File: config.mk
export PLATFORM = sky130hd
export DESIGN_NAME = fifo_word_adapter
export DESIGN_NICKNAME = d
export VERILOG_FILES = /design/src/rtl/fwa_pkg.sv /design/src/rtl/fwa_tx_pack.sv /design/src/rtl/fwa_rx_unpack.sv /design/src/rtl/fwa_done_track.sv /design/src/rtl/fifo_word_adapter.sv
export SDC_FILE = /design/constraint.sdc
export NUM_CORES = 1
export LEC_CHECK = 0
export ABC_CLOCK_PERIOD_IN_PS = 5200
export BUFFER_PORTS_ARGS = -buffer_cell sky130_fd_sc_hd__clkbuf_2
export CELL_PAD_IN_SITES_DETAIL_PLACEMENT = 1
export CELL_PAD_IN_SITES_GLOBAL_PLACEMENT = 1
export CORE_MARGIN = 5
export CORE_UTILIZATION = 40
export DETAILED_ROUTE_END_ITERATION = 10
export PLACE_DENSITY_LB_ADDON = 0.15
export SLEW_MARGIN = 30
export SYNTH_ARGS = -nofsm -noshare
export SYNTH_HDL_FRONTEND = slang
export SYNTH_SLANG_ARGS = --single-unit
File: constraint.sdc
create_clock -name clk -period 5.2 [get_ports clk]
set_input_delay 0.26 -clock clk [delete_from_list [all_inputs] [get_ports clk]]
set_output_delay 0.26 -clock clk [all_outputs]
set_load 0.01 [all_outputs]
File: src/rtl/fwa_pkg.sv
package fwa_pkg;
  localparam int unsigned WORD_W = 32;
  localparam int unsigned LANES  = WORD_W / 8;
  localparam int unsigned BPW_W  = 6;

  typedef logic [2:0] wsz_t;

  // Bytes per FIFO word for a given bits-per-word setting.
  function automatic wsz_t bpw_to_bytes(input logic [BPW_W-1:0] bpw);
    if (bpw <= BPW_W'(8))       return 3'd1;
    else if (bpw <= BPW_W'(16)) return 3'd2;
    else                        return 3'd4;
  endfunction
endpackage

File: src/rtl/fwa_tx_pack.sv
module fwa_tx_pack
  import fwa_pkg::*;
#(
  parameter int unsigned LEN_W = 16
) (
  input  logic              clk,
  input  logic              rst,
  input  logic              start,
  input  logic [LEN_W-1:0]  len,
  input  wsz_t              wsize,
  input  logic              has_src,
  input  logic [7:0]        byte_in,
  input  logic              byte_valid,
  output logic              byte_ready,
  input  logic              fifo_full,
  output logic              fifo_push,
  output logic [WORD_W-1:0] fifo_wdata
);
  logic [LEN_W-1:0]  cnt_q;
  logic [1:0]        lane_q;
  logic              pend_q;
  logic [WORD_W-1:0] word_q;

  logic [LEN_W-1:0] rem;
  logic             more, take, fill, last_lane;

  assign rem        = len - cnt_q;
  assign more       = (cnt_q != len);
  assign byte_ready = has_src && more && !pend_q;
  assign take       = byte_valid && byte_ready;
  assign fill       = !has_src && more && !pend_q;
  assign last_lane  = (({1'b0, lane_q} + 3'd1) == wsize) || (rem == LEN_W'(1));
  assign fifo_push  = pend_q && !fifo_full;
  assign fifo_wdata = word_q;

  always_ff @(posedge clk) begin
    if (rst || start) begin
      cnt_q  <= '0;
      lane_q <= '0;
      pend_q <= 1'b0;
      word_q <= '0;
    end else if (fifo_push) begin
      pend_q <= 1'b0;
      lane_q <= '0;
      word_q <= '0;
    end else if (take) begin
      word_q[{2'd3 - lane_q, 3'b000} +: 8] <= byte_in;
      cnt_q <= cnt_q + LEN_W'(1);
      if (last_lane) pend_q <= 1'b1;
      else           lane_q <= lane_q + 2'd1;
    end else if (fill) begin
      pend_q <= 1'b1;
      word_q <= '0;
      cnt_q  <= (rem < LEN_W'(wsize)) ? len : cnt_q + LEN_W'(wsize);
    end
  end

  a_r4_hold_while_full: assert property (@(posedge clk) disable iff (rst)
    (pend_q && fifo_full && !start) |=> (pend_q && $stable(word_q)));
  a_r11_tx_bound: assert property (@(posedge clk) disable iff (rst)
    cnt_q <= len);
  a_r8_no_src_no_ready: assert property (@(posedge clk) disable iff (rst)
    !has_src |-> !byte_ready);
endmodule

File: src/rtl/fwa_rx_unpack.sv
module fwa_rx_unpack
  import fwa_pkg::*;
#(
  parameter int unsigned LEN_W = 16
) (
  input  logic              clk,
  input  logic              rst,
  input  logic              start,
  input  logic [LEN_W-1:0]  len,
  input  wsz_t              wsize,
  input  logic              has_dst,
  input  logic              fifo_not_empty,
  output logic              fifo_pop,
  input  logic [WORD_W-1:0] fifo_rdata,
  output logic [7:0]        byte_out,
  output logic              byte_valid,
  input  logic              byte_ready,
  output logic [LEN_W-1:0]  cnt_next
);
  logic [LEN_W-1:0]  cnt_q;
  logic [1:0]        lane_q;
  wsz_t              nb_q;
  logic              hold_q;
  logic [WORD_W-1:0] word_q;

  logic [LEN_W-1:0] rem;
  logic             more, emit;
  wsz_t             take_n;
  logic [2:0]       sel;

  assign rem        = len - cnt_q;
  assign more       = (cnt_q != len);
  assign take_n     = (rem < LEN_W'(wsize)) ? rem[2:0] : wsize;
  assign fifo_pop   = more && !hold_q && fifo_not_empty;
  assign byte_valid = hold_q;
  assign emit       = hold_q && byte_ready;
  assign sel        = wsize - 3'd1 - {1'b0, lane_q};
  assign byte_out   = word_q[{sel[1:0], 3'b000} +: 8];

  always_comb begin
    cnt_next = cnt_q;
    if (fifo_pop && !has_dst) cnt_next = cnt_q + LEN_W'(take_n);
    else if (emit)            cnt_next = cnt_q + LEN_W'(1);
  end

  always_ff @(posedge clk) begin
    if (rst || start) begin
      cnt_q  <= '0;
      lane_q <= '0;
      nb_q   <= '0;
      hold_q <= 1'b0;
      word_q <= '0;
    end else begin
      cnt_q <= cnt_next;
      if (fifo_pop && has_dst) begin
        word_q <= fifo_rdata;
        hold_q <= 1'b1;
        lane_q <= '0;
        nb_q   <= take_n;
      end else if (emit) begin
        if (({1'b0, lane_q} + 3'd1) == nb_q) hold_q <= 1'b0;
        else                                 lane_q <= lane_q + 2'd1;
      end
    end
  end

  a_r6_pop_needs_data: assert property (@(posedge clk) disable iff (rst)
    fifo_pop |-> fifo_not_empty);
  a_r5_byte_held: assert property (@(posedge clk) disable iff (rst)
    (byte_valid && !byte_ready && !start) |=> (byte_valid && $stable(byte_out)));
  a_r7_silent_drop: assert property (@(posedge clk) disable iff (rst)
    !has_dst |-> !byte_valid);
  a_r11_rx_bound: assert property (@(posedge clk) disable iff (rst)
    cnt_q <= len);
endmodule

File: src/rtl/fwa_done_track.sv
module fwa_done_track #(
  parameter int unsigned LEN_W = 16
) (
  input  logic             clk,
  input  logic             rst,
  input  logic             start,
  input  logic [LEN_W-1:0] len,
  input  logic [LEN_W-1:0] cnt_next,
  output logic             done
);
  logic armed_q, reach;

  assign reach = armed_q && (cnt_next == len);

  always_ff @(posedge clk) begin
    if (rst) begin
      armed_q <= 1'b0;
      done    <= 1'b0;
    end else if (start) begin
      armed_q <= 1'b1;
      done    <= 1'b0;
    end else begin
      done <= reach;
      if (reach) armed_q <= 1'b0;
    end
  end

  a_r10_single_pulse: assert property (@(posedge clk) disable iff (rst)
    done |=> !done);
endmodule

File: src/rtl/fifo_word_adapter.sv
module fifo_word_adapter
  import fwa_pkg::*;
#(
  parameter int unsigned LEN_W = 16
) (
  input  logic              clk,
  input  logic              rst,
  input  logic              start,
  input  logic [LEN_W-1:0]  xfer_len,
  input  logic [BPW_W-1:0]  bits_per_word,
  input  logic              tx_src_present,
  input  logic              rx_dst_present,
  input  logic [7:0]        tx_byte,
  input  logic              tx_byte_valid,
  output logic              tx_byte_ready,
  input  logic              out_full,
  output logic              out_push,
  output logic [WORD_W-1:0] out_word,
  input  logic              in_not_empty,
  output logic              in_pop,
  input  logic [WORD_W-1:0] in_word,
  output logic [7:0]        rx_byte,
  output logic              rx_byte_valid,
  input  logic              rx_byte_ready,
  output logic              done
);
  logic [LEN_W-1:0] len_q;
  wsz_t             wsz_q;
  logic             txp_q, rxp_q;
  logic [LEN_W-1:0] rx_cnt_next;

  always_ff @(posedge clk) begin
    if (rst) begin
      len_q <= '0;
      wsz_q <= 3'd1;
      txp_q <= 1'b0;
      rxp_q <= 1'b0;
    end else if (start) begin
      len_q <= xfer_len;
      wsz_q <= bpw_to_bytes(bits_per_word);
      txp_q <= tx_src_present;
      rxp_q <= rx_dst_present;
    end
  end

  fwa_tx_pack #(.LEN_W(LEN_W)) u_tx (
    .clk        (clk),
    .rst        (rst),
    .start      (start),
    .len        (len_q),
    .wsize      (wsz_q),
    .has_src    (txp_q),
    .byte_in    (tx_byte),
    .byte_valid (tx_byte_valid),
    .byte_ready (tx_byte_ready),
    .fifo_full  (out_full),
    .fifo_push  (out_push),
    .fifo_wdata (out_word)
  );

  fwa_rx_unpack #(.LEN_W(LEN_W)) u_rx (
    .clk            (clk),
    .rst            (rst),
    .start          (start),
    .len            (len_q),
    .wsize          (wsz_q),
    .has_dst        (rxp_q),
    .fifo_not_empty (in_not_empty),
    .fifo_pop       (in_pop),
    .fifo_rdata     (in_word),
    .byte_out       (rx_byte),
    .byte_valid     (rx_byte_valid),
    .byte_ready     (rx_byte_ready),
    .cnt_next       (rx_cnt_next)
  );

  fwa_done_track #(.LEN_W(LEN_W)) u_done (
    .clk      (clk),
    .rst      (rst),
    .start    (start),
    .len      (len_q),
    .cnt_next (rx_cnt_next),
    .done     (done)
  );

  a_r1_size_legal: assert property (@(posedge clk) disable iff (rst)
    (wsz_q == 3'd1) || (wsz_q == 3'd2) || (wsz_q == 3'd4));
endmodule

==> run_results.csv, run 1 <==
group,metric,value,unit
worst_setup_path,crit_chain,"inv_2 > ha_1 > nor2b_1 > o31a_1 > o21a_1 > or3_1 > a222oi_1 > and3_1 > nand3_4 > mux2i_1 > ha_2 > inv_2 > fa_2 > buf_4 > xor2_1 > mux2i_1 > xor2_1 > or4_1 > or4b_4 > nor4_4",
global_routing,grt_pass1_vias,9111,
global_routing,grt-ovfl-total,0,
detailed_routing,drt-total-wl,31000,um
layout,antenna_cells,0,
detailed_routing,dr_wl_met2,15500,um
detailed_routing,drtAntennaViolNets,0,
detailed_routing,dr.pass1.iters,5,
timing,hold_viol,0,
timing,layout_setup_ws,0.0131,ns
worst_setup_path,crit_family,"simple AND/OR/NAND/NOR gates",
layout,final_cell_area,10900,um2
worst_setup_path,crit_path_end_kind,"register",
pwr,total_power,2900,uW
synth,synth.distinct_cells,81,
floorplanning,die_h,158,um
status,status,"finished, final reports clean",
detailed_routing,post-route-drc-count,0,
pwr,leakagePower,0.00440,uW
pwr,p_int,1960,uW
synth,ys_seq_area_share,29.4,%
timing,maxSlewViolCount,0,
cts,clockRootBuffer,"clkbuf_16",
run,drv_cap,0,
timing,tightestPinTransition,0.831,ns
detailed_routing,drtIter0Drc,551,
worst_setup_path,path_max_fanout,4,
detailed_routing,m1WireLength,14200,um
synth,async_flop_share,0,%
pwr,max-vdd-ir-drop,195,uV
timing,rsz0062_at_grt,"yes",
synth,synth_seq_cells,128,
floorplanning,start_util,40.3,%
synth,synthTopCellsByArea,"dfxtp_1 (29%), ha_1 (6.9%), a21oi_1 (5.3%)",
worst_setup_path,slowest_delay,0.51,ns
global_routing,grt_max_degree,48,
detailed_routing,top_layer_used,"met4",
worst_setup_path,cp_slowest_cell,"or4b_4",
cts,clk_latency,0.43,ns
synth,synthFlopType,"dfxtp_1",
floorplanning,ios,116,
placement,gp_congestion,0.906,
timing,fmax,193,MHz
synth,yosysTopAreaCell,"dfxtp_1",
timing,tns,0,ns
synth,synth_top_area_share,29.4,%
cts,cts_tree,"yes",
floorplanning,coreArea,21600,um2
cts,cts_num_sinks,128,
placement,hpwl,23600,um
layout,drive_above_1_share,23.7,%
layout,fill_cells,2662,
pwr,seqPwrFrac,35.3,%
pwr,comb_power_share,23.4,%
synth,syn_area,8710,um2
pwr,p_clk_share,41.3,%
cts,clkTransAtPathRegs,0.07,ns
synth,netlist_instances,1084,
timing,post-route-period-util,99.7,%
synth,synth_warnings,0,
timing,min_period,5.19,ns
floorplanning,fp.dieW,158,um
placement,placed_cell_area,10100,um2
placement,port_buffers,115,
timing,fin_skew,0.0215,ns
worst_setup_path,path_class,"reg -> reg",
cts,cts_buffers,17,
worst_hold_path,min_path_type,"in -> reg",
timing,maxSlewHeadroom,44.6,%
synth,synth_area_per_cell,8.04,um2
floorplanning,die_area,24800,um2
layout,area_growth,24.8,%
cts,ctsLongestPathBuffers,2,
worst_setup_path,critPathRequiredTime,5.54,ns
floorplanning,row_count,54,
global_routing,grt_usage,24.9,%
cts,cts_max_level,4,
synth,synthesis.nets,1207,
pwr,power_switching,941,uW
worst_setup_path,cp_num_buf_inv,3,
synth,synth_edf_count,0,
global_routing,antenna_found_initial,0,
global_routing,grt_pass1_wl,49000,um
timing,setup_viol,0,
detailed_routing,via_count,8926,
detailed_routing,wire_per_inst,20.0,um
pwr,powerDensity,266,nW/um2
worst_setup_path,startpoint_type,"register",
pwr,p_sw_share,32.5,%
placement,post-place-ws,-0.287,ns
detailed_routing,viasPerCell,5.77,
detailed_routing,met3_length,907,um
layout,nNetsFinal,1378,
worst_setup_path,cp.arrival,5.52,ns
final cells by class:
type	count	area [um2]	share of cell area [%]
inverters	53	200	1.84
well taps	280	350	3.22
clock inverters	14	145	1.33
flip-flops and latches	128	2570	23.6
repair buffers	200	1210	11.2
multi-input cells	855	5970	54.9
clock buffers	18	429	3.95
sequential cells by signal, summed over array words and instances (netlist names):
name	count
u_rx.lane_q	2
u_tx.lane_q	2
u_done.done	1
wsz_q	3
u_tx.fifo_wdata	32
rxp_q	1
len_q	16
u_rx.word_q	32
u_tx.cnt_q	16
u_tx.pend_q	1
u_rx.nb_q	3
u_done.armed_q	1
txp_q	1
u_rx.byte_valid	1
u_rx.cnt_q	16
power groups by stage:
stage                     clock network [uW]  logic, uW  registers (uW)
after floorplan                            0        419            1040
after global placement                     0        633            1040
after detailed placement                   0        646            1040
after CTS                               1220        666            1020
after global routing                    1260        744            1020
final                                   1200        679            1020
cells by family (layout without fill, tap and decap cells):
family | count (synthesis) | in the layout | synth area share (%)
AOI/OAI and AO/OA | 289 | 289 | 22.3
xor gates and xnor gates | 57 | 57 | 6.36
adders and majority gates | 52 | 52 | 7.81
buffers and inverters | 101 | 285 | 4.42
DFF | 128 | 128 | 29.4
muxes | 53 | 53 | 7.30
and+or+nand+nor | 404 | 404 | 22.4
timing repair:
item	in CTS	in global routing
buffers inserted	8	5
hold buffers	0	0
pin swaps	25	2
endpoints found under the setup margin	2	2
gates resized for setup	14	8
Yosys cell counts (4+ instances only):
cell	number
fa_1	4
o22ai_1	6
o21ai_0	32
or3_1	15
xor2_1	16
nand3_1	34
ha_1	48
inv_1	51
a2111oi_0	6
nor2b_1	14
and2_1	6
a211o_1	6
or2_2	7
o21a_1	10
nand2_1	115
a21o_1	13
xnor2_1	37
a22oi_1	37
nand2b_1	9
clkbuf_1	42
o31a_1	5
o211ai_1	14
and3_1	13
nor4_1	9
nor2_1	110
o31ai_1	7
dfxtp_1	128
a31oi_1	5
xnor3_1	4
a211oi_1	14
mux4_2	8
a21oi_1	92
nor3_1	29
mux2i_1	41
nand4_1	18
tightest hold or removal path, delay by kind of cell:
| kind | cells | cell delay (ns) |
|---|---|---|
| simple gates | 1 | 0.04 |
| buf+inv | 1 | 0.08 |
| compound gates | 1 | 0.05 |
through the flow:
step / hold slack, ns / util (%) / std cells
4_1_cts: 0.0393 / 49.9 / 1543
3_3_place_gp: 0.439 / 46.7 / 1503
3_5_place_dp: 0.448 / 46.7 / 1503
5_1_grt: 0.0468 / 50.3 / 1548
6_report: 0.0477 / 50.3 / 1548
2_1_floorplan: 0.333 / - / 1084
path summary, 6_finish.rpt:
check,end,start,cells past startpoint,slack [ns]
max,u_done.done,u_rx.cnt_q[1],20,0.01
max reg2reg,u_done.done,u_rx.cnt_q[1],20,0.01
min,u_rx.word_q[1],in_word[1],3,0.05
min reg2reg,u_rx.word_q[1],u_rx.word_q[1],2,0.45
layer usage:
metal	track usage, %	vias to the layer above
met1	33.1	4438
met3	3.64	35
met4	5.98	0
met5	0	-
met2	42.9	153
li1	-	4300
cell usage in the layout (no fill, tap or decap), types with 26 or more instances in the layout:
master    count
dfxtp_1     126
nand2_1     115
clkbuf_2    115
nor2_1      109
a21oi_1      91
buf_4        85
inv_1        47
ha_1         43
mux2i_1      40
a22oi_1      36
xnor2_1      35
nand3_1      33
o21ai_0      31
nor3_1       26
(Power assumes the default switching activity.)
==> inputs of run 2 (changes only) <==
Settings changed: MAX_ROUTING_LAYER set to met4.
==> run_results.csv, run 2 (synthesis gave the netlist of run 1 again) <==
group,metric,value,unit
global_routing,grt_max_degree,53,
timing,fmax,190,MHz
global_routing,antenna_found_initial,0,
timing,min_period,5.27,ns
status,status,"finished with violations",
floorplanning,fp.dieW,158,um
timing,maxSlewViolCount,0,
cts,clkTransAtPathRegs,0.07,ns
run,drv_cap,0,
worst_setup_path,r2r_slack,-0.07,ns
worst_setup_path,path_max_fanout,3,
pwr,powerDensity,268,nW/um2
floorplanning,die_h,158,um
layout,nNetsFinal,1382,
worst_setup_path,critPathLaunch,"len_q[0]",
timing,timing.hold.ws,0.0358,ns
detailed_routing,via_count,8898,
placement,hpwl,23900,um
pwr,leakagePower,0.00441,uW
cts,cts_tree,"yes",
layout,area_growth,25.3,%
timing,post-route-period-util,101,%
detailed_routing,post-route-drc-count,0,
pwr,max-vdd-ir-drop,147,uV
worst_setup_path,startpoint_type,"register",
global_routing,grt_usage,26.0,%
detailed_routing,dr.pass1.iters,5,
worst_setup_path,reg2reg_to,"u_done.done",
detailed_routing,wire_per_inst,20.3,um
floorplanning,ios,116,
worst_setup_path,cp_slowest_cell,"or4_1",
detailed_routing,drtIter0Drc,550,
cts,cts_buffers,17,
timing,layout_setup_ws,-0.0673,ns
timing,tightestPinTransition,0.847,ns
layout,layout_common_cells,"dfxtp_1 (125), nand2_1 (115), clkbuf_2 (115)",
layout,antenna_cells,0,
worst_hold_path,min_path_type,"in -> reg",
worst_setup_path,reg2regPathDepth,23,
layout,fill_cells,2688,
timing,tns,-0.0673,ns
layout,mostFrequentLayoutCell,"dfxtp_1",
cts,ctsLongestPathBuffers,2,
layout,drive_above_1_share,24.2,%
worst_setup_path,crit_path_end_kind,"register",
worst_setup_path,cp_num_buf_inv,2,
timing,hold_viol,0,
worst_setup_path,r2r-start,"len_q[0]",
cts,clk_latency,0.44,ns
global_routing,grt_pass1_wl,49500,um
worst_setup_path,slowest_delay,0.53,ns
status,violations,"setup timing",
detailed_routing,viasPerCell,5.73,
timing,rsz0062_at_grt,"yes",
worst_setup_path,crit_path_end,"u_done.done",
worst_setup_path,crit_family,"simple AND/OR/NAND/NOR gates",
floorplanning,coreArea,21600,um2
worst_setup_path,worst-path-stages,23,
timing,maxSlewHeadroom,43.5,%
worst_setup_path,crit_chain,"inv_2 > ha_4 > fa_2 > xnor2_2 > ha_2 > a2111oi_4 > nand4_1 > a2111oi_2 > and4b_1 > and4b_2 > nand3_4 > mux2i_2 > ha_2 > inv_2 > fa_2 > nor2b_4 > nor2_4 > o21ai_4 > and3_4 > mux2i_2 > or4_1 > or4b_4 > nor4_2",
detailed_routing,drt-total-wl,31400,um
timing,fin_skew,0.0122,ns
worst_setup_path,cp.arrival,5.62,ns
global_routing,grt_pass1_vias,9169,
worst_setup_path,path_class,"reg -> reg",
timing,setup_viol,1,
floorplanning,start_util,40.3,%
placement,gp_congestion,0.926,
cts,cts_num_sinks,128,
placement,port_buffers,115,
detailed_routing,drtAntennaViolNets,0,
cts,clockRootBuffer,"clkbuf_16",
cts,cts_max_level,4,
floorplanning,row_count,54,
global_routing,grt-ovfl-total,0,
floorplanning,die_area,24800,um2
worst_hold_path,min-delay-start,"in_word[8]",
worst_setup_path,critPathRequiredTime,5.56,ns
## run 2: cell type report
type	count	area (um2)	area share, %
Tap cell	280	350	3.21
Inverter	53	200	1.83
Clock inverter	14	144	1.32
Multi-Input combinational cell	855	5970	54.7
Sequential cell	128	2570	23.5
Timing Repair Buffer	204	1240	11.4
Clock buffer	18	439	4.02
## run 2: routing by layer
metal	track usage [%]	vias up	share of wire, %
li1	-	4304	-
met1	32.9	4383	45
met2	43.6	167	49
met3	3.09	44	2.9
met4	7.82	0	2.2
met5	-	-	0
## run 2: what timing repair did
item                                    in CTS  in global routing
hold buffers                                 0                  0
gates cloned                                 0                  0
gates resized for setup                     15                  7
pin swaps                                   18                  4
setup buffers                                6                  4
endpoints found under the setup margin       2                  2
## run 2: report_power, final
part / switching, uW / internal, uW / leakage [uW]
sequential: 21.4 / 1000 / 0.00104
clock: 533 / 686 / 0.000275
combinational: 399 / 281 / 0.00309
## run 2: worst min-delay path by stage
stage                      end  cells past startpoint  slack (ns)
5_1_grt         u_rx.word_q[8]                      3        0.03
3_5_place_dp   u_rx.word_q[14]                      2        0.45
2_1_floorplan   u_done.armed_q                      1        0.33
6_report        u_rx.word_q[8]                      3        0.04
4_1_cts         u_rx.word_q[8]                      3        0.02
3_3_place_gp   u_rx.word_q[16]                      2        0.44
## run 2: metrics by stage
step	utilization, %	instances	cell area (um2)	total power (uW)	worst slack, ns
4_1_cts	50.2	1548	10800	2930	-0.0240
3_5_place_dp	47.0	1510	10200	1700	-0.332
3_3_place_gp	46.9	1510	10100	1680	-0.134
5_1_grt	50.5	1552	10900	3050	-0.369
6_report	50.5	1552	10900	2920	-0.0673
2_1_floorplan	-	1084	8820	1460	-0.00810
## run 2: tightest hold or removal path, stage by stage
cell	delay [ns]
clkbuf_2	0.08
nand2_1	0.04
a21oi_1	0.05
==> inputs of run 3 (changes only) <==
Settings changed: ABC_AREA set to 1, CORE_ASPECT_RATIO set to 1.25, CORE_UTILIZATION 40 to 37, SKIP_LAST_GASP set to 1.
==> run_results.csv, run 3 <==
group,metric,value,unit
cts,cts_max_level,4,
worst_setup_path,reg2reg_to,"u_done.armed_q",
cts,hold_buffers,0,
global_routing,grt_max_degree,50,
cts,cts_num_sinks,128,
cts,clockRootBuffer,"clkbuf_16",
worst_setup_path,critPathRequiredTime,5.50,ns
floorplanning,die_h,186,um
layout,drive_above_1_share,11.7,%
timing,maxSlewViolCount,0,
timing,layout_setup_ws,0.538,ns
worst_setup_path,cpMostUsedCell,"nand2_1",
floorplanning,ios,116,
worst_setup_path,startpoint_type,"register",
global_routing,grt-ovfl-total,0,
global_routing,grt_pass1_wl,50800,um
timing,fmax,214,MHz
layout,antenna_cells,0,
worst_setup_path,r2r-start,"len_q[1]",
status,status,"finished, final reports clean",
worst_hold_path,min_path_cells,3,
synth,yosysTopAreaCell,"dfxtp_1",
global_routing,grt_most_used_layer,"met2",
layout,mostFrequentLayoutCell,"nand2_1",
synth,synth_seq_cells,128,
placement,hpwl,25600,um
timing,rsz0062_at_grt,"no",
floorplanning,die_area,28000,um2
worst_hold_path,min-delay-start,"in_word[26]",
worst_setup_path,path_class,"reg -> reg",
cts,clkTransAtPathRegs,0.06,ns
placement,port_buffers,115,
floorplanning,start_util,37.5,%
placement,place_inst,1867,
synth,synthFlopType,"dfxtp_1",
synth,synth_top_area_share,28.0,%
run,drv_cap,0,
detailed_routing,drt-total-wl,32000,um
detailed_routing,viasPerCell,5.07,
timing,post-route-period-util,89.7,%
floorplanning,fp.dieW,151,um
placement,gp_congestion,0.886,
timing,fin_skew,0.0100,ns
layout,fin_cells,1899,
synth,synth.distinct_cells,44,
worst_hold_path,min_path_type,"in -> reg",
floorplanning,row_count,64,
global_routing,met1_usage,26.6,%
layout,nNetsFinal,1679,
detailed_routing,wire_per_inst,16.9,um
synth,netlist_instances,1454,
timing,hold_viol,0,
detailed_routing,drtAntennaViolNets,0,
timing,min_period,4.66,ns
global_routing,grt_usage,23.5,%
cts,postCtsResizedCells,0,
detailed_routing,dr.pass1.iters,4,
cts,cts_tree,"yes",
worst_setup_path,reg2regPathDepth,31,
worst_setup_path,r2r_slack,0.54,ns
timing,timing.hold.ws,0.0441,ns
placement,post-place-ws,0.493,ns
global_routing,antenna_found_initial,0,
worst_setup_path,cp_slowest_cell,"fa_1",
synth,synth_area_per_cell,6.29,um2
global_routing,grt_util_met2,43.0,%
cts,clk_latency,0.42,ns
pwr,leakagePower,0.00506,uW
placement,placed_cell_area,10000,um2
worst_setup_path,crit_path_end_kind,"register",
synth,yosysMostFrequentCell,"nand2_1",
global_routing,met3_usage,2.68,%
layout,final_cell_area,10600,um2
synth,synthesis.nets,1577,
synth,ys_top_cells_by_count,"nand2_1 (470), inv_1 (184), nand3_1 (133), dfxtp_1 (128), nor2_1 (99)",
detailed_routing,post-route-drc-count,0,
pwr,powerDensity,294,nW/um2
timing,maxSlewHeadroom,38.6,%
layout,layout_common_cells,"nand2_1 (470), inv_1 (183), nand3_1 (133)",
cts,cts_buffers,17,
cts,post-cts-setup-buffer-count,0,
synth,syn_area,9150,um2
timing,tns,0,ns
timing,tightestPinTransition,0.921,ns
global_routing,grt_pass1_vias,9852,
pwr,max-vdd-ir-drop,221,uV
synth,synth_warnings,0,
worst_setup_path,path_max_fanout,5,
synth,synthTopCellsByArea,"dfxtp_1 (28%), nand2_1 (19%), inv_1 (7.5%)",
floorplanning,coreArea,24400,um2
synth,synth_edf_count,0,
worst_setup_path,cp.arrival,4.96,ns
detailed_routing,via_count,9629,
synth,async_flop_share,0,%
timing,setup_viol,0,
synth,ys_seq_area_share,28.0,%
worst_setup_path,slowest_delay,0.51,ns
detailed_routing,drtIter0Drc,389,
layout,area_growth,16.2,%
worst_hold_path,min_to,"u_rx.word_q[26]",
cts,ctsLongestPathBuffers,2,
-- run 3: cell types whose count changed after synthesis, moves of 33 or more --
| cell | before | now |
|---|---|---|
| o21ai_0 | 32 | 65 |
| nand3_1 | 34 | 133 |
| nand2_1 | 115 | 470 |
| xor2_1 | 16 | 49 |
| a22oi_1 | 37 | 0 |
| mux2i_1 | 41 | 0 |
| inv_1 | 51 | 184 |
-- run 3: power by group --
part           internal (uW)  switching [uW]  total [uW]
Combinational            274             545         818
Clock                    764             495        1260
Sequential              1010            40.9        1050
Total                   2050            1080        3130
-- run 3: worst max path at each step --
| stage | startpoint | to | slack [ns] | cells after the start |
|---|---|---|---|---|
| 2_1_floorplan | len_q[0] | u_done.armed_q | 1.21 | 30 |
| 3_3_place_gp | u_rx.cnt_q[12] | u_done.armed_q | 0.66 | 32 |
| 3_5_place_dp | u_rx.cnt_q[3] | u_done.armed_q | 0.49 | 34 |
| 4_1_cts | u_rx.cnt_q[3] | u_done.armed_q | 0.45 | 34 |
| 5_1_grt | len_q[1] | u_done.armed_q | 0.09 | 32 |
| 6_report | len_q[1] | u_done.armed_q | 0.54 | 31 |
-- run 3: metal layers --
layer  share of wire, %  up-vias
met3                2.4       36
met5                  0        -
met2                 53      120
met1                 42     4593
li1                   -     4880
met4                2.4        0
-- run 3: kinds of logic after synthesis --
logic type               share of synthesized area [%]
adder cells (fa/ha/maj)                           7.44
AO/OA/AOI/OAI                                     11.9
flip-flops                                        28.0
AND/OR/NAND/NOR                                   36.1
buffers and inverters                             10.1
XOR/XNOR                                          6.40
-- run 3: metrics by stage --
stage / total power (uW) / util [%]
final: 3130 / 43.5
after floorplan: 1640 / -
after global placement: 1870 / 41.0
after detailed placement: 1890 / 41.0
after global routing: 3300 / 43.5
after CTS: 3160 / 43.5
-- run 3: final cells by class --
cell class              instances  area (um2)
clock inverters                14         180
repair buffers                123         636
fillers                      3317       13800
flip-flops and latches        128        2560
inverters                     195         734
multi-input cells            1091        5670
clock buffers                  18         429
well taps                     330         413
-- run 3: critical path: cells and delay by family (launching register included) --
kind / cells / cell delay (ns)
AO/OA/AOI/OAI: 2 / 0.42
adder cells (fa/ha/maj): 3 / 1.10
flip-flops: 1 / 0.47
XOR/XNOR: 1 / 0.16
AND/OR/NAND/NOR: 20 / 1.93
buffers and inverters: 5 / 0.47
